### src/rtl/pwm_pkg.sv
package pwm_pkg;
  localparam int unsigned ACT_W = 12;

  typedef enum logic [1:0] {
    ACT_NONE = 2'b00,
    ACT_CLR  = 2'b01,
    ACT_SET  = 2'b10,
    ACT_TGL  = 2'b11
  } act_e;

  typedef struct packed {
    logic zero;
    logic prd;
    logic ca_up;
    logic ca_dn;
    logic cb_up;
    logic cb_dn;
  } evt_t;

  function automatic logic apply_act(logic cur, act_e act);
    case (act)
      ACT_CLR: return 1'b0;
      ACT_SET: return 1'b1;
      ACT_TGL: return ~cur;
      default: return cur;
    endcase
  endfunction
endpackage

### src/rtl/pwm_timebase.sv
module pwm_timebase #(
  parameter int unsigned CW = 16
) (
  input  logic          clk_i,
  input  logic          rst_ni,
  input  logic          en_i,
  input  logic          updown_i,
  input  logic [CW-1:0] prd_i,
  output logic [CW-1:0] cnt_o,
  output logic          dir_up_o
);
  logic [CW-1:0] cnt_q;
  logic          up_q;

  always_ff @(posedge clk_i or negedge rst_ni) begin
    if (!rst_ni) begin
      cnt_q <= '0;
      up_q  <= 1'b1;
    end else if (en_i) begin
      if (!updown_i) begin
        up_q  <= 1'b1;
        cnt_q <= (cnt_q >= prd_i) ? '0 : cnt_q + 1'b1;
      end else if (up_q) begin
        if (cnt_q >= prd_i) begin
          up_q  <= 1'b0;
          cnt_q <= (cnt_q == '0) ? '0 : cnt_q - 1'b1;
        end else begin
          cnt_q <= cnt_q + 1'b1;
        end
      end else begin
        if (cnt_q == '0) begin
          up_q  <= 1'b1;
          cnt_q <= (prd_i == '0) ? '0 : CW'(1);
        end else begin
          cnt_q <= cnt_q - 1'b1;
        end
      end
    end
  end

  assign cnt_o    = cnt_q;
  assign dir_up_o = up_q;

  p_wrap_r2: assert property (@(posedge clk_i) disable iff (!rst_ni)
    (en_i && !updown_i && cnt_q == prd_i) |=> (cnt_q == '0));

  p_reverse_r3: assert property (@(posedge clk_i) disable iff (!rst_ni)
    (en_i && updown_i && up_q && cnt_q == prd_i && prd_i != '0) |=> !up_q);

  p_hold_r8: assert property (@(posedge clk_i) disable iff (!rst_ni)
    !en_i |=> ($stable(cnt_q) && $stable(up_q)));
endmodule

### src/rtl/pwm_cmp_shadow.sv
module pwm_cmp_shadow #(
  parameter int unsigned CW = 16
) (
  input  logic          clk_i,
  input  logic          rst_ni,
  input  logic          load_i,
  input  logic          wr_a_i,
  input  logic [CW-1:0] din_a_i,
  input  logic          wr_b_i,
  input  logic [CW-1:0] din_b_i,
  output logic [CW-1:0] cmpa_o,
  output logic [CW-1:0] cmpb_o
);
  localparam int unsigned NCH = 2;

  logic [NCH-1:0]         wr;
  logic [NCH-1:0][CW-1:0] din, shd_q, act_q;

  assign wr  = {wr_b_i, wr_a_i};
  assign din = {din_b_i, din_a_i};

  for (genvar c = 0; c < NCH; c++) begin : g_ch
    always_ff @(posedge clk_i or negedge rst_ni) begin
      if (!rst_ni) begin
        shd_q[c] <= '0;
        act_q[c] <= '0;
      end else begin
        if (wr[c])   shd_q[c] <= din[c];
        if (load_i)  act_q[c] <= shd_q[c];
      end
    end

    p_load_r7: assert property (@(posedge clk_i) disable iff (!rst_ni)
      load_i |=> (act_q[c] == $past(shd_q[c])));

    p_keep_r7: assert property (@(posedge clk_i) disable iff (!rst_ni)
      !load_i |=> $stable(act_q[c]));
  end

  assign cmpa_o = act_q[0];
  assign cmpb_o = act_q[1];
endmodule

### src/rtl/pwm_act_qual.sv
module pwm_act_qual
  import pwm_pkg::*;
(
  input  logic             clk_i,
  input  logic             rst_ni,
  input  evt_t             evt_i,
  input  logic [ACT_W-1:0] cfg_i,
  output logic             out_o
);
  act_e f_zero, f_prd, f_ca_up, f_ca_dn, f_cb_up, f_cb_dn, sel;
  logic out_q;

  assign f_zero  = act_e'(cfg_i[1:0]);
  assign f_prd   = act_e'(cfg_i[3:2]);
  assign f_ca_up = act_e'(cfg_i[5:4]);
  assign f_ca_dn = act_e'(cfg_i[7:6]);
  assign f_cb_up = act_e'(cfg_i[9:8]);
  assign f_cb_dn = act_e'(cfg_i[11:10]);

  // lowest priority first, later hits override
  always_comb begin
    sel = ACT_NONE;
    if (evt_i.prd   && f_prd   != ACT_NONE) sel = f_prd;
    if (evt_i.zero  && f_zero  != ACT_NONE) sel = f_zero;
    if (evt_i.ca_up && f_ca_up != ACT_NONE) sel = f_ca_up;
    if (evt_i.ca_dn && f_ca_dn != ACT_NONE) sel = f_ca_dn;
    if (evt_i.cb_up && f_cb_up != ACT_NONE) sel = f_cb_up;
    if (evt_i.cb_dn && f_cb_dn != ACT_NONE) sel = f_cb_dn;
  end

  always_ff @(posedge clk_i or negedge rst_ni) begin
    if (!rst_ni) out_q <= 1'b0;
    else         out_q <= apply_act(out_q, sel);
  end

  assign out_o = out_q;

  p_noevt_r4: assert property (@(posedge clk_i) disable iff (!rst_ni)
    (evt_i == '0) |=> $stable(out_q));

  p_cb_wins_r6: assert property (@(posedge clk_i) disable iff (!rst_ni)
    (evt_i.cb_up && f_cb_up == ACT_CLR) |=> !out_q);

  p_dn_in_up_r11: assert property (@(posedge clk_i) disable iff (!rst_ni)
    !(evt_i.ca_up && evt_i.ca_dn));
endmodule

### src/rtl/pwm_evt_trig.sv
module pwm_evt_trig #(
  parameter int unsigned PSW = 3
) (
  input  logic           clk_i,
  input  logic           rst_ni,
  input  logic           prd_evt_i,
  input  logic [PSW-1:0] prescale_i,
  input  logic           clr_i,
  output logic           irq_o,
  output logic           pend_o
);
  logic [PSW-1:0] cnt_q;
  logic [PSW:0]   cnt_inc;
  logic           armed, reached, fire;
  logic           irq_q, pend_q;

  assign armed   = prd_evt_i && (prescale_i != '0);
  assign cnt_inc = {1'b0, cnt_q} + 1'b1;
  assign reached = cnt_inc >= {1'b0, prescale_i};
  assign fire    = armed && reached && !pend_q;

  always_ff @(posedge clk_i or negedge rst_ni) begin
    if (!rst_ni) begin
      cnt_q  <= '0;
      irq_q  <= 1'b0;
      pend_q <= 1'b0;
    end else begin
      irq_q <= fire;
      if (fire) begin
        cnt_q  <= '0;
        pend_q <= 1'b1;
      end else begin
        if (armed && !reached) cnt_q <= cnt_inc[PSW-1:0];
        if (clr_i)             pend_q <= 1'b0;
      end
    end
  end

  assign irq_o  = irq_q;
  assign pend_o = pend_q;

  p_pulse_r9: assert property (@(posedge clk_i) disable iff (!rst_ni)
    irq_q |=> !irq_q);

  p_irq_sets_pend_r10: assert property (@(posedge clk_i) disable iff (!rst_ni)
    irq_q |-> pend_q);

  p_pend_blocks_r10: assert property (@(posedge clk_i) disable iff (!rst_ni)
    (pend_q && !clr_i) |=> !irq_q);

  p_off_r9: assert property (@(posedge clk_i) disable iff (!rst_ni)
    (prescale_i == '0) |=> !irq_q);
endmodule

### src/rtl/pwm_action_unit.sv
module pwm_action_unit
  import pwm_pkg::*;
#(
  parameter int unsigned CW    = 16,
  parameter int unsigned NPAIR = 3,
  parameter int unsigned PSW   = 3
) (
  input  logic                   clk_i,
  input  logic                   rst_ni,
  input  logic                   en_i,
  input  logic                   updown_i,
  input  logic [CW-1:0]          prd_i,
  input  logic                   cmpa_wr_i,
  input  logic [CW-1:0]          cmpa_i,
  input  logic                   cmpb_wr_i,
  input  logic [CW-1:0]          cmpb_i,
  input  logic [NPAIR*ACT_W-1:0] act_a_i,
  input  logic [NPAIR*ACT_W-1:0] act_b_i,
  input  logic [PSW-1:0]         et_prescale_i,
  input  logic                   et_clr_i,
  output logic [NPAIR-1:0]       pwm_a_o,
  output logic [NPAIR-1:0]       pwm_b_o,
  output logic [CW-1:0]          cnt_o,
  output logic                   dir_up_o,
  output logic                   irq_o,
  output logic                   irq_pend_o
);
  logic [CW-1:0] cnt, cmpa, cmpb;
  logic          dir_up, at_zero, hit_a, hit_b;
  evt_t          evt;

  pwm_timebase #(.CW(CW)) i_tb (
    .clk_i   (clk_i),
    .rst_ni  (rst_ni),
    .en_i    (en_i),
    .updown_i(updown_i),
    .prd_i   (prd_i),
    .cnt_o   (cnt),
    .dir_up_o(dir_up)
  );

  assign at_zero = (cnt == '0);

  pwm_cmp_shadow #(.CW(CW)) i_cmp (
    .clk_i  (clk_i),
    .rst_ni (rst_ni),
    .load_i (at_zero),
    .wr_a_i (cmpa_wr_i),
    .din_a_i(cmpa_i),
    .wr_b_i (cmpb_wr_i),
    .din_b_i(cmpb_i),
    .cmpa_o (cmpa),
    .cmpb_o (cmpb)
  );

  assign hit_a     = en_i && (cnt == cmpa);
  assign hit_b     = en_i && (cnt == cmpb);
  assign evt.zero  = en_i && at_zero;
  assign evt.prd   = en_i && (cnt == prd_i);
  assign evt.ca_up = hit_a && dir_up;
  assign evt.ca_dn = hit_a && !dir_up;
  assign evt.cb_up = hit_b && dir_up;
  assign evt.cb_dn = hit_b && !dir_up;

  for (genvar i = 0; i < NPAIR; i++) begin : g_pair
    pwm_act_qual i_qa (
      .clk_i (clk_i),
      .rst_ni(rst_ni),
      .evt_i (evt),
      .cfg_i (act_a_i[i*ACT_W +: ACT_W]),
      .out_o (pwm_a_o[i])
    );
    pwm_act_qual i_qb (
      .clk_i (clk_i),
      .rst_ni(rst_ni),
      .evt_i (evt),
      .cfg_i (act_b_i[i*ACT_W +: ACT_W]),
      .out_o (pwm_b_o[i])
    );
  end

  pwm_evt_trig #(.PSW(PSW)) i_et (
    .clk_i     (clk_i),
    .rst_ni    (rst_ni),
    .prd_evt_i (evt.prd),
    .prescale_i(et_prescale_i),
    .clr_i     (et_clr_i),
    .irq_o     (irq_o),
    .pend_o    (irq_pend_o)
  );

  assign cnt_o    = cnt;
  assign dir_up_o = dir_up;

  p_up_dir_r11: assert property (@(posedge clk_i) disable iff (!rst_ni)
    (en_i && !updown_i) |=> dir_up);
endmodule

### config.mk
export PLATFORM = sky130hd
export DESIGN_NAME = pwm_action_unit
export DESIGN_NICKNAME = d
export VERILOG_FILES = /design/src/rtl/pwm_pkg.sv /design/src/rtl/pwm_timebase.sv /design/src/rtl/pwm_cmp_shadow.sv /design/src/rtl/pwm_act_qual.sv /design/src/rtl/pwm_evt_trig.sv /design/src/rtl/pwm_action_unit.sv
export SDC_FILE = /design/constraint.sdc
export NUM_CORES = 1
export LEC_CHECK = 0
export ABC_AREA = 1
export BUFFER_PORTS_ARGS = -buffer_cell sky130_fd_sc_hd__buf_4
export CAP_MARGIN = 30
export CELL_PAD_IN_SITES_DETAIL_PLACEMENT = 0
export CELL_PAD_IN_SITES_GLOBAL_PLACEMENT = 1
export CORE_ASPECT_RATIO = 0.7
export CORE_MARGIN = 3
export CORE_UTILIZATION = 36
export DETAILED_ROUTE_END_ITERATION = 16
export PLACE_DENSITY_LB_ADDON = 0.1
export SKIP_CTS_REPAIR_TIMING = 1
export SLEW_MARGIN = 20
export SYNTH_ARGS = -nofsm -noshare
export SYNTH_HDL_FRONTEND = slang
export SYNTH_SLANG_ARGS = --single-unit
### constraint.sdc
create_clock -name clk_i -period 2.74 [get_ports clk_i]
set_input_delay 0.274 -clock clk_i [delete_from_list [all_inputs] [get_ports clk_i]]
set_output_delay 0.274 -clock clk_i [all_outputs]
set_load 0.02 [all_outputs]
Word level (Yosys, flattened, before mapping)
Index checks and enable logic that the tools add are counted.
{"block": "word_totals", "register_bits": 92, "in_bits": 130, "out_inout_bits": 25, "word_cells": 202}
{"block": "classes", "add_sub_neg": 3, "n_lt_le_gt_ge": 2, "n_eq_ne": 21, "n_mux": 57, "n_bitwise": 6, "reduce_logical": 98}
{"operator": "16-bit two-way mux", "count": 6}
{"operator": "2-bit nonzero test", "count": 38}
{"operator": "2-bit two-way mux", "count": 36}
{"operator": "16-bit == test", "count": 3}
{"operator": "1-bit logical AND", "count": 48}
{"operator": "16-bit logical NOT", "count": 2}
{"operator": "2-bit == test (second input constant)", "count": 12}
{"operator": "3-bit nonzero test", "count": 7}
{"operator": "1-bit one-hot mux with 3 select lines", "count": 6}
{"operator": "16-bit by 1-bit adder with 16-bit output (second input constant)", "count": 1}
{"operator": "16-bit greater-or-equal comparator", "count": 1}
{"operator": "16-bit by 1-bit subtractor with 16-bit output (second input constant)", "count": 1}
{"operator": "2-bit by 1-bit == test with 1-bit output (second input constant)", "count": 6}
{"operator": "1-bit two-way mux", "count": 7}
{"operator": "3-bit two-way mux", "count": 2}
{"operator": "1-bit NOT", "count": 6}
{"operator": "3-bit by 1-bit adder with 4-bit output (second input constant)", "count": 1}
{"operator": "4-bit by 3-bit greater-or-equal comparator with 1-bit output", "count": 1}
{"operator": "1-bit logical NOT", "count": 3}

Longest topological paths before layout
Gate-level depths: netlist (run 1).
{"block": "logic_depth", "ltp_word": 11, "mapped_depth": 19}

Hierarchy
From an unflattened synthesis (run 1), not the netlist that was laid out.
{"block": "hier_totals", "hier_cells": 1083, "area_unflattened_um2": 7049.3}
{"module": "pwm_cmp_shadow", "instances": 1, "cells_per_inst": 272, "area_each_um2": 2538.7}
{"module": "pwm_timebase", "instances": 1, "cells_per_inst": 350, "area_each_um2": 2187.1}
{"module": "pwm_act_qual", "instances": 6, "cells_per_inst": 35, "area_each_um2": 183.9}
{"module": "pwm_action_unit", "instances": 1, "cells_per_inst": 208, "area_each_um2": 877.1}
{"module": "pwm_evt_trig", "instances": 1, "cells_per_inst": 43, "area_each_um2": 342.8}

Worst setup path before layout (run 1)
Ideal clock, no wire load.
{"block": "synth_path", "path_type": "flip-flop to flip-flop", "startpoint": "register i_tb.cnt_q[0], in the netlist i_tb.cnt_o[0]", "endpoint": "register i_et.cnt_q[0]", "setup_time_ns": 0.125, "arrival_ns": 2.148, "t_required_ns": 2.615, "setup_slack_ns": 0.467, "stages_incl_launch_ff": 13, "n_path_buf": 0, "path_cell_list": "dfrtp_1 > inv_2 > ha_1 > nand2_1 > nor2_1 > nand2_1 > nor2_1 > nand2_1 > inv_1 > nand2_1 > nor2_1 > a31oi_1 > mux2_2"}
{"block": "synth_via", "elab_chain_len": 6, "word_cells_on_any_way": 8, "cone_classes": "eq/ne (1); mux (1); reduce/logical (6)"}
{"element": "start: declaration", "line": "pwm_timebase.sv:12", "text": "logic [CW-1:0] cnt_q;"}
{"element": "start signal: assignment", "line": "pwm_timebase.sv:22", "text": "cnt_q <= (cnt_q >= prd_i) ? '0 : cnt_q + 1'b1;"}
{"element": "start signal: assignment", "line": "pwm_timebase.sv:26", "text": "cnt_q <= (cnt_q == '0) ? '0 : cnt_q - 1'b1;"}
{"element": "start signal: assignment", "line": "pwm_timebase.sv:28", "text": "cnt_q <= cnt_q + 1'b1;"}
{"element": "16-bit == test (*)", "line": "pwm_action_unit.sv:59", "text": "assign evt.prd = en_i && (cnt == prd_i);"}
{"element": "1-bit logical AND (*)", "line": "pwm_action_unit.sv:59"}
{"element": "1-bit logical AND (*)", "line": "pwm_evt_trig.sv:17", "text": "assign armed = prd_evt_i && (prescale_i != '0);"}
{"element": "1-bit logical AND (2 in a row)", "line": "pwm_evt_trig.sv:20", "text": "assign fire = armed && reached && !pend_q;"}
{"element": "3-bit two-way mux / 2-bit nonzero test (equally long branches)"}
{"element": "end signal: assignment", "line": "pwm_evt_trig.sv:33", "text": "if (armed && !reached) cnt_q <= cnt_inc[PSW-1:0];"}
{"element": "end: declaration", "line": "pwm_evt_trig.sv:12", "text": "logic [PSW-1:0] cnt_q;"}
Mark *: on every way between the ends. The rest lies on a longest branch, timed or not.
A chain may end at the register's enable or synchronous reset.

Final worst setup path (run 1)
{"block": "layout_path", "startpoint": "register i_tb.cnt_q[14], in the netlist i_tb.cnt_o[14]", "endpoint": "register g_pair[0].i_qb.out_q"}
{"block": "layout_via", "elab_chain_len": 11, "word_cells_on_any_way": 29, "cone_classes": "eq/ne (6); mux (7); reduce/logical (16)"}
{"element": "16-bit == test", "line": "pwm_action_unit.sv:59"}
{"element": "1-bit logical AND", "line": "pwm_action_unit.sv:59"}
{"element": "1-bit logical AND", "line": "pwm_act_qual.sv:23", "text": "if (evt_i.prd && f_prd != ACT_NONE) sel = f_prd;"}
{"element": "2-bit two-way mux", "line": "pwm_act_qual.sv:23"}
{"element": "2-bit two-way mux", "line": "pwm_act_qual.sv:24", "text": "if (evt_i.zero && f_zero != ACT_NONE) sel = f_zero;"}
{"element": "2-bit two-way mux", "line": "pwm_act_qual.sv:25", "text": "if (evt_i.ca_up && f_ca_up != ACT_NONE) sel = f_ca_up;"}
{"element": "2-bit two-way mux", "line": "pwm_act_qual.sv:26", "text": "if (evt_i.ca_dn && f_ca_dn != ACT_NONE) sel = f_ca_dn;"}
{"element": "2-bit two-way mux", "line": "pwm_act_qual.sv:27", "text": "if (evt_i.cb_up && f_cb_up != ACT_NONE) sel = f_cb_up;"}
{"element": "2-bit two-way mux (*)", "line": "pwm_act_qual.sv:28", "text": "if (evt_i.cb_dn && f_cb_dn != ACT_NONE) sel = f_cb_dn;"}
{"element": "2-bit == test / 2-bit by 1-bit == test with 1-bit output (equally long branches)", "line": "pwm_pkg.sv:21", "text": "case (act)"}
{"element": "1-bit one-hot mux with 3 select lines / 3-bit nonzero test (equally long branches)"}
{"element": "end signal: assignment", "line": "pwm_act_qual.sv:33", "text": "else out_q <= apply_act(out_q, sel);"}
{"element": "end: declaration", "line": "pwm_act_qual.sv:11", "text": "logic out_q;"}
Marked as above.

==> flow_metrics.py, run 1 <==
metrics = {
    "flow_run": {
        "drv_cap": 0,
    },
    "status": {
        "violations": "hold timing",
        "outcome": "finished with violations",
    },
    "timing": {
        "setup_viol": 0,
        "fin_setup_tns_ps": 0,
        "whs_ps": -43.01,
        "tightest_slew_ps": 685.3,
        "hold_viol_final": 51,
        "fin_crit_ps": 2456,
        "max_freq_mhz": 407.2,
        "rsz0062_at_grt": "no",
        "period_share_pct": 89.63,
        "maxSlewViolCount": 0,
        "clock_skew_ps": 9.950,
        "timing.slew.headroom_pct": 54.31,
    },
    "layout": {
        "nNetsFinal": 1407,
        "stdcell_area_mm2": 0.008896,
        "register_area_mm2": 0.002306,
        "antenna_cells": 0,
        "layout_commonest_cell": "nand2_1",
        "syn2layout_area_growth_pct": 24.32,
        "drive_gt1_share_pct": 19.38,
        "fill_cells": 2054,
        "multi_input_area_mm2": 0.003958,
        "most-common-layout-cells": "nand2_1, buf_4, inv_1, o21ai_0, nor2_1",
    },
    "clocking": {
        "clock_latency_ps": 360,
        "cts-buffers-inserted": 9,
        "path_clk_slew_ps": 80,
        "root_buffer": "clkbuf_16",
        "clock-sinks": 92,
        "htreeDepth": 3,
        "cts_buffer_depth": 2,
        "cts_tree": "built",
    },
    "setup_path": {
        "crit_path_cell_trace": "ha_1 > nand2_1 > nor2_1 > nand2_1 > nor2_1 > nand2_1 > inv_1 > nand2_1 > nand2_1 > nand2_1 > inv_1 > nand2_1 > nand3_1 > nand3_1 > a21oi_1 > a21oi_1",
        "cpMaxStageDelayCell": "dfrtp_1",
        "cp_slowest_stage_delay_ps": 510,
        "startpoint_type": "flop",
        "worstPathArrival_ps": 2710,
        "worstPathRequired_ps": 2990,
        "cp_num_buf_inv": 2,
        "path_max_fanout": 7,
        "cpLargestDelayFamily": "simple AND/OR/NAND/NOR gates",
        "crit_type": "flop to flop",
        "cp-end-kind": "flop",
        "crit_path_frequent_cell": "nand2_1",
    },
    "pwr": {
        "pwr-share-comb_pct": 50.9,
        "power_frac_seq_pct": 28.9,
        "p_int_mw": 3.296,
        "switching_power_mw": 2.859,
        "leakagePower_nw": 4.589,
        "p_clk_share_pct": 20.2,
        "switching_share_pct": 46.45,
        "powerDensity_mw_per_mm2": 691.9,
        "ir_drop_mv": 0.3768,
    },
    "place": {
        "dp_hpwl_mm": 18.09,
        "io_buffers": 154,
        "gp_routability_congestion": 0.8901,
        "place_area_mm2": 0.008600,
    },
    "synthesis": {
        "synth.top_cells.by_area": "dfrtp_1, nand2_1, inv_1, o21ai_0, nand3_1",
        "synthAdderAreaFrac_pct": 4.022,
        "ys_seq_area_share_pct": 32.19,
        "synthMuxAreaShare_pct": 0.1574,
        "postSynthCellCount": 1106,
        "synth_top_family_by_area": "simple AND/OR/NAND/NOR gates",
        "synth_compound_area_share_pct": 11.16,
        "avgSynthCellArea_um2": 6.470,
        "ys_types": 47,
        "synth_top_area_share_pct": 31.82,
        "synthXorXnorAreaFrac_pct": 3.654,
        "syn-num-nets": 1259,
        "synth-seq-cells": 92,
        "netlist_area_mm2": 0.007156,
        "yosys_warnings": 0,
        "synthSimpleGateAreaFrac_pct": 36.32,
        "synth.largest_area_cell": "dfrtp_1",
    },
    "floorplanning": {
        "die_h_um": 124.0,
        "die-area_mm2": 0.02163,
        "initial_utilization_pct": 37.31,
        "coreArea_mm2": 0.01918,
        "rows": 42,
        "die-width_um": 174.5,
        "num_io_pins": 155,
    },
    "hold_path": {
        "hp-class": "input pin to async pin",
    },
    "global_routing": {
        "grt_pass1_vias": 6545,
        "grt_antenna_before_repair": 0,
        "grtUsageMet2_pct": 29.40,
        "grtUsageMet3_pct": 3.656,
        "grt_usage_pct": 20.60,
        "busiest_layer": "met1",
        "gr-usage-met1_pct": 31.99,
        "grt-ovfl-total": 0,
        "grt_pass1_wl_mm": 35.19,
        "grt_max_degree": 65,
    },
    "drt": {
        "drt_iter0_markers": 477,
        "ant_nets": 0,
        "routed_wl_mm": 22.74,
        "via_per_inst": 4.781,
        "num_vias": 7281,
        "first_pass_iters": 5,
        "wire_per_inst_um": 14.93,
        "drc": 0,
    },
}
## power by group through the flow
stage	combinational, mW	sequential (mW)	clock, mW
6_report	3.13	1.78	1.25
5_1_grt	3.48	1.80	1.33
4_1_cts	3.12	1.77	1.27
3_5_place_dp	3.11	1.80	0
3_3_place_gp	3.14	1.79	0
2_1_floorplan	1.89	1.85	0
## path summary, 6_finish.rpt
| kind | from | endpoint | slack, ps | cells after the start |
|---|---|---|---|---|
| max in group asynchronous | rst_ni | i_tb.dir_up_o | 2030 | 2 |
| min in group clk_i | et_clr_i | i_et.pend_o | 100 | 2 |
| hold reg to reg | i_cmp.cmpb_o[1] | i_cmp.cmpb_o[1] | 490 | 2 |
| setup reg to reg | i_tb.cnt_o[14] | g_pair[0].i_qb.out_o | 280 | 16 |
| setup / recovery | i_tb.cnt_o[14] | g_pair[0].i_qb.out_o | 280 | 16 |
| hold / removal | rst_ni | i_cmp.shd_q[15] | -40 | 1 |
## cells in the mapped netlist (all sizes together)
master / number
o21ai: 97
nor3: 17
inv: 168
xor2: 23
o2111ai: 1
nand4: 30
nor2: 101
buf: 26
dfstp: 1
a41oi: 1
xnor2: 6
o22ai: 4
a22o: 2
a211o: 1
mux2: 1
clkinv: 1
o211ai: 6
o31ai: 3
a21oi: 31
nand3: 91
and2: 1
a22oi: 1
a31oi: 1
or2: 10
nor4: 5
nor3b: 1
dfrtp: 91
ha: 23
nand3b: 6
nand2: 338
clkbuf: 18
## kinds of logic (layout without fill, tap and decap cells)
family | Yosys count | count (layout)
compound gates | 148 | 148
xor+xnor | 29 | 29
fa+ha+maj | 23 | 23
buf+inv | 213 | 366
flops | 92 | 92
mux | 1 | 1
simple gates | 600 | 600
## stage by stage
step                      instances  hold WS (ps)  worst slack, ps  utilization [%]  power [mW]
after global routing           1523         4.856            33.28            46.38       6.613
after floorplan                1106        -21.59            467.3                -       3.742
after CTS                      1523        -18.83            185.1            46.37       6.170
after global placement         1507         369.8            206.3            44.83       4.928
final                          1523        -43.01            284.1            46.38       6.155
after detailed placement       1507         367.5            198.1            44.83       4.910
## routing by layer
metal	share of wire, %	vias to the layer above
met5	0	-
met4	1.4	0
met3	6.4	18
met2	41	205
met1	51	3237
li1	-	3821
## layout make-up
cell class | instances | share of cell area [%]
multi-input cells | 801 | 44.49
clock buffers | 9 | 2.532
well taps | 264 | 3.713
inverters | 169 | 7.159
repair buffers | 181 | 15.41
clock inverters | 7 | 0.7736
flip-flops and latches | 92 | 25.92
## registers in the layout (all words and copies together) (netlist names)
name               count
i_tb.dir_up_o          1
i_cmp.cmpa_o          16
i_tb.cnt_o            16
i_cmp.cmpb_o          16
i_et.pend_o            1
i_cmp.shd_q           32
i_et.cnt_q             3
i_et.irq_o             1
g_pair.i_qb.out_o      3
g_pair.i_qa.out_o      3
Note: power is estimated with default switching activity, not from simulation.
==> run 2: changes to the inputs <==
--- a/config.mk
+++ b/config.mk
@@ -15,6 +15,7 @@
 export CORE_UTILIZATION = 36
 export DETAILED_ROUTE_END_ITERATION = 16
 export PLACE_DENSITY_LB_ADDON = 0.1
+export RECOVER_POWER = 25
 export SKIP_CTS_REPAIR_TIMING = 1
 export SLEW_MARGIN = 20
 export SYNTH_ARGS = -nofsm -noshare
==> flow_metrics.py, run 2 (same netlist as run 1, synthesis figures left out) <==
metrics = {
    "status": {
        "outcome": "finished clean",
    },
    "layout": {
        "syn2layout_area_growth_pct": 24.29,
        "antenna_cells": 0,
        "nNetsFinal": 1407,
        "fill_cells": 2053,
        "stdcell_area_mm2": 0.008894,
        "multi_input_area_mm2": 0.003958,
        "regMostFlops": "i_cmp.shd_q",
        "layout.cells.non_filler": 1523,
        "utilization_pct": 46.37,
        "drive_gt1_share_pct": 19.38,
        "layout_commonest_cell": "nand2_1",
        "register_area_mm2": 0.002306,
        "most-common-layout-cells": "nand2_1, buf_4, inv_1, o21ai_0, nor2_1",
        "largest_reg_flops": 32,
    },
    "place": {
        "dp_hpwl_mm": 18.09,
        "pre_cts_ws_ps": 198.1,
        "place_area_mm2": 0.008600,
        "io_buffers": 154,
        "gp_routability_congestion": 0.8901,
        "placedCellCount": 1507,
    },
    "floorplanning": {
        "die_h_um": 124.0,
        "num_io_pins": 155,
        "initial_utilization_pct": 37.31,
        "die-area_mm2": 0.02163,
        "die-width_um": 174.5,
        "coreArea_mm2": 0.01918,
        "rows": 42,
    },
    "timing": {
        "period_share_pct": 89.66,
        "tightest_slew_ps": 1359,
        "setup_viol": 0,
        "fin_setup_tns_ps": 0,
        "fin_crit_ps": 2457,
        "hold_viol_final": 0,
        "maxSlewViolCount": 0,
        "timing.slew.headroom_pct": 9.385,
        "max_freq_mhz": 407.0,
        "rsz0062_at_grt": "no",
        "whs_ps": 98.90,
        "clock_skew_ps": 10.10,
        "fin_ws_ps": 283.2,
    },
    "global_routing": {
        "grt_antenna_before_repair": 0,
        "grt_pass1_vias": 6545,
        "grt_usage_pct": 20.60,
        "grt_max_degree": 65,
        "grt_pass1_wl_mm": 35.19,
        "grt-ovfl-total": 0,
    },
    "clocking": {
        "htreeDepth": 3,
        "cts_buffer_depth": 2,
        "root_buffer": "clkbuf_16",
        "clock_latency_ps": 360,
        "cts_tree": "built",
        "path_clk_slew_ps": 80,
        "clock-sinks": 92,
        "cts-buffers-inserted": 9,
    },
    "pwr": {
        "switching_power_mw": 2.859,
        "pwr-share-comb_pct": 50.9,
        "total_power_mw": 6.155,
        "leakagePower_nw": 4.588,
        "p_int_mw": 3.296,
        "powerDensity_mw_per_mm2": 692.1,
        "ir_drop_mv": 0.3761,
        "p_clk_share_pct": 20.2,
        "power_frac_seq_pct": 28.9,
        "switching_share_pct": 46.45,
    },
    "setup_path": {
        "cpMaxStageDelayCell": "dfrtp_1",
        "path_max_fanout": 7,
        "crit_type": "flop to flop",
        "worstPathRequired_ps": 2990,
        "startpoint_type": "flop",
        "cp-end-kind": "flop",
        "cp_slowest_stage_delay_ps": 510,
        "worstPathArrival_ps": 2710,
        "crit_path_frequent_cell": "nand2_1",
        "crit_path_cell_trace": "ha_1 > nand2_1 > nor2_1 > nand2_1 > nor2_1 > nand2_1 > inv_1 > nand2_1 > nand2_1 > nand2_1 > inv_1 > nand2_1 > nand3_1 > nand3_1 > a21oi_1 > a21oi_1",
    },
    "drt": {
        "first_pass_iters": 5,
        "num_vias": 7280,
        "drt_iter0_markers": 477,
        "routed_wl_mm": 22.75,
        "via_per_inst": 4.780,
        "wire_per_inst_um": 14.94,
        "drc": 0,
        "ant_nets": 0,
    },
    "hold_path": {
        "hp-class": "input pin to flop",
    },
    "flow_run": {
        "drv_cap": 0,
    },
}
-- run 2: cell count changes in the layout (fill, tap and decap cells not counted), sizes merged --
cell | before | now
buf | 181 | 180
clkbuf | 9 | 10
-- run 2: metal layers --
metal  vias up  wire length [um]  GRT usage [%]
li1       3821                 -              -
met1      3231             11760          31.99
met2       210              9261          29.40
met3        18              1417          3.656
met4         0               318          4.880
met5         -                 0              0
-- run 2: power groups by stage --
stage                     Sequential [mW]  Clock, mW  Combinational (mW)
after floorplan                      1.85          0                1.89
after global placement               1.79          0                3.14
after detailed placement             1.80          0                3.11
after CTS                            1.77       1.27                3.12
after global routing                 1.80       1.33                3.48
final                                1.78       1.25                3.13
-- run 2: worst paths after layout --
check	startpoint	end	slack [ps]	cells past startpoint
max in group asynchronous	rst_ni	i_tb.dir_up_o	1570	2
worst min register to register	i_cmp.cmpb_o[1]	i_cmp.cmpb_o[1]	490	2
min in group asynchronous	rst_ni	i_cmp.shd_q[15]	210	1
worst max register to register	i_tb.cnt_o[14]	g_pair[0].i_qb.out_o	280	16
worst max-delay path	i_tb.cnt_o[14]	g_pair[0].i_qb.out_o	280	16
worst min-delay path	et_clr_i	i_et.pend_o	100	2
-- run 2: final cells by class --
cell class              instances  area share, %
multi-input cells             801          44.50
flip-flops and latches         92          25.93
repair buffers                181          15.39
inverters                     169          7.161
well taps                     264          3.714
clock buffers                   9          2.532
clock inverters                 7         0.7738
-- run 2: worst max-delay path: cells and delay by family, from the launching register on --
kind                     cells  cell delay (ps)
AND/OR/NAND/NOR             11             1030
adder cells (fa/ha/maj)      1              340
AO/OA/AOI/OAI                2              220
flip-flops                   1              510
buffers and inverters        2              250
==> run 3: changes to the inputs <==
--- a/config.mk
+++ b/config.mk
@@ -10,9 +10,10 @@
 export CAP_MARGIN = 30
 export CELL_PAD_IN_SITES_DETAIL_PLACEMENT = 0
 export CELL_PAD_IN_SITES_GLOBAL_PLACEMENT = 1
-export CORE_ASPECT_RATIO = 0.7
+export CORE_ASPECT_RATIO = 1.5
 export CORE_MARGIN = 3
 export CORE_UTILIZATION = 36
+export CTS_BUF_LIST = sky130_fd_sc_hd__clkbuf_8
 export DETAILED_ROUTE_END_ITERATION = 16
 export PLACE_DENSITY_LB_ADDON = 0.1
 export RECOVER_POWER = 25
==> flow_metrics.py, run 3 (same netlist as run 1, synthesis figures left out) <==
metrics = {
    "layout": {
        "antenna_cells": 0,
        "nNetsFinal": 1411,
        "regMostFlops": "i_cmp.shd_q",
        "drive_gt1_share_pct": 19.56,
        "fill_cells": 2177,
        "largest_reg_flops": 32,
        "most-common-layout-cells": "nand2_1, buf_4, inv_1, o21ai_0, nor2_1",
        "syn2layout_area_growth_pct": 23.47,
        "layout_commonest_cell": "nand2_1",
    },
    "timing": {
        "fin_crit_ps": 2435,
        "max_freq_mhz": 410.7,
        "fin_setup_tns_ps": 0,
        "timing.slew.headroom_pct": 1.729,
        "rsz0062_at_grt": "no",
        "hold_viol_final": 0,
        "period_share_pct": 88.86,
        "maxSlewViolCount": 0,
        "tightest_slew_ps": 1474,
        "clock_skew_ps": 20.28,
        "fin_ws_ps": 305.2,
        "whs_ps": 83.91,
        "setup_viol": 0,
    },
    "pwr": {
        "switching_share_pct": 47.75,
        "p_int_mw": 3.098,
        "power_frac_seq_pct": 30.1,
        "leakagePower_nw": 4.572,
        "pwr-share-comb_pct": 53.7,
        "switching_power_mw": 2.832,
        "ir_drop_mv": 0.3266,
        "powerDensity_mw_per_mm2": 671.2,
        "p_clk_share_pct": 16.2,
    },
    "global_routing": {
        "grt_max_degree": 65,
        "grt-ovfl-total": 0,
        "grt_antenna_before_repair": 0,
        "grt_pass1_vias": 7162,
        "grt_usage_pct": 22.07,
        "grt_pass1_wl_mm": 37.13,
    },
    "drt": {
        "via_per_inst": 4.917,
        "num_vias": 7469,
        "drt_iter0_markers": 419,
        "ant_nets": 0,
        "routed_wl_mm": 23.63,
        "wire_per_inst_um": 15.55,
        "drc": 0,
        "first_pass_iters": 6,
    },
    "hold_path": {
        "hp-start": "et_clr_i",
        "hp-class": "input pin to flop",
    },
    "setup_path": {
        "critPathLaunch": "i_tb.cnt_o[4]",
        "cp-end-kind": "flop",
        "cpMaxStageDelayCell": "dfrtp_1",
        "crit_path_frequent_cell": "nand2_1",
        "crit_path_cell_trace": "ha_1 > nand2_1 > nor2_1 > nand2_1 > nor2_1 > inv_1 > nand3_1 > clkinv_1 > nand2_1 > nand3_1 > nand2_1 > inv_1",
        "cp_slowest_stage_delay_ps": 520,
        "worstPathArrival_ps": 2720,
        "worstPathRequired_ps": 3020,
        "startpoint_type": "flop",
        "cpLargestDelayFamily": "simple AND/OR/NAND/NOR gates",
        "reg2reg_from": "i_tb.cnt_o[4]",
        "path_max_fanout": 10,
        "cp_num_buf_inv": 3,
        "crit_type": "flop to flop",
    },
    "clocking": {
        "htreeDepth": 3,
        "path_clk_slew_ps": 110,
        "clock-sinks": 92,
        "cts_tree": "built",
        "cts-buffers-inserted": 9,
        "cts_buffer_depth": 2,
        "root_buffer": "clkbuf_8",
        "clock_latency_ps": 390,
    },
    "place": {
        "gp_routability_congestion": 0.9426,
        "dp_hpwl_mm": 19.06,
        "pre_cts_ws_ps": 267.3,
        "io_buffers": 154,
    },
    "status": {
        "outcome": "finished clean",
    },
    "floorplanning": {
        "rows": 62,
        "coreArea_mm2": 0.01932,
        "die_h_um": 178.7,
        "initial_utilization_pct": 37.04,
        "die-width_um": 121.1,
        "die-area_mm2": 0.02164,
        "num_io_pins": 155,
    },
    "flow_run": {
        "drv_cap": 0,
    },
}
==> run 3: changes by cell type in the layout (fill, tap and decap cells not counted), sizes merged <==
cell         previous run  this run
dlygate4sd3             0         1
clkinvlp                2         1
buf                   180       183
bufinv                  0         1
==> run 3: worst paths after layout <==
kind                                         to  slack, ps  cells after the start
setup / recovery                  i_tb.cnt_o[6]        310                     12
hold / removal                      i_et.pend_o         80                      2
setup reg to reg                  i_tb.cnt_o[6]        310                     12
hold reg to reg                 i_cmp.cmpb_o[1]        500                      2
max in group asynchronous         i_tb.dir_up_o        850                      3
min in group asynchronous  g_pair[2].i_qb.out_o        770                      2
==> run 3: stage by stage <==
stage	instances	cell area, um2	power [mW]	util [%]
finish	1519	8835	5.930	45.74
global route	1519	8835	6.406	45.74
floorplan	1106	7156	3.742	-
global placement	1502	8625	4.984	44.65
detailed placement	1502	8625	4.982	44.65
CTS	1518	8825	5.976	45.69
==> run 3: worst register-to-register path, cell delays in order (launching register included) <==
cell and delay [ps]:
dfrtp_1 520, ha_1 330, nand2_1 40, nor2_1 150, nand2_1 110, nor2_1 220
inv_1 80, nand3_1 110, clkinv_1 350, nand2_1 160, nand3_1 110, nand2_1 100
inv_1 40
==> run 3: power by group through the flow <==
stage / clock network (mW) / registers [mW] / logic (mW)
3_3_place_gp: 0 / 1.80 / 3.18
3_5_place_dp: 0 / 1.81 / 3.17
4_1_cts: 1.01 / 1.78 / 3.19
2_1_floorplan: 0 / 1.85 / 1.89
6_report: 0.963 / 1.78 / 3.18
5_1_grt: 1.05 / 1.82 / 3.54
==> run 3: final cells by class <==
class                      instances  area [um2]  share of cell area (%)
sequential                        92        2307                   26.12
tap                              256       320.3                   3.626
multi-input combinational        801        3958                   44.80
timing repair buffer             185        1413                   15.99
clock inverter                     7       76.32                  0.8639
clock buffer                       9       123.9                   1.402
inverter                         169       636.9                   7.209
==> run 3: routing by layer <==
metal	up-vias	part of all wire, %	GRT usage, %
met3	46	4.5	2.841
li1	3820	-	-
met5	-	0	0
met4	0	3.9	10.07
met1	3397	41	25.85
met2	206	51	39.83
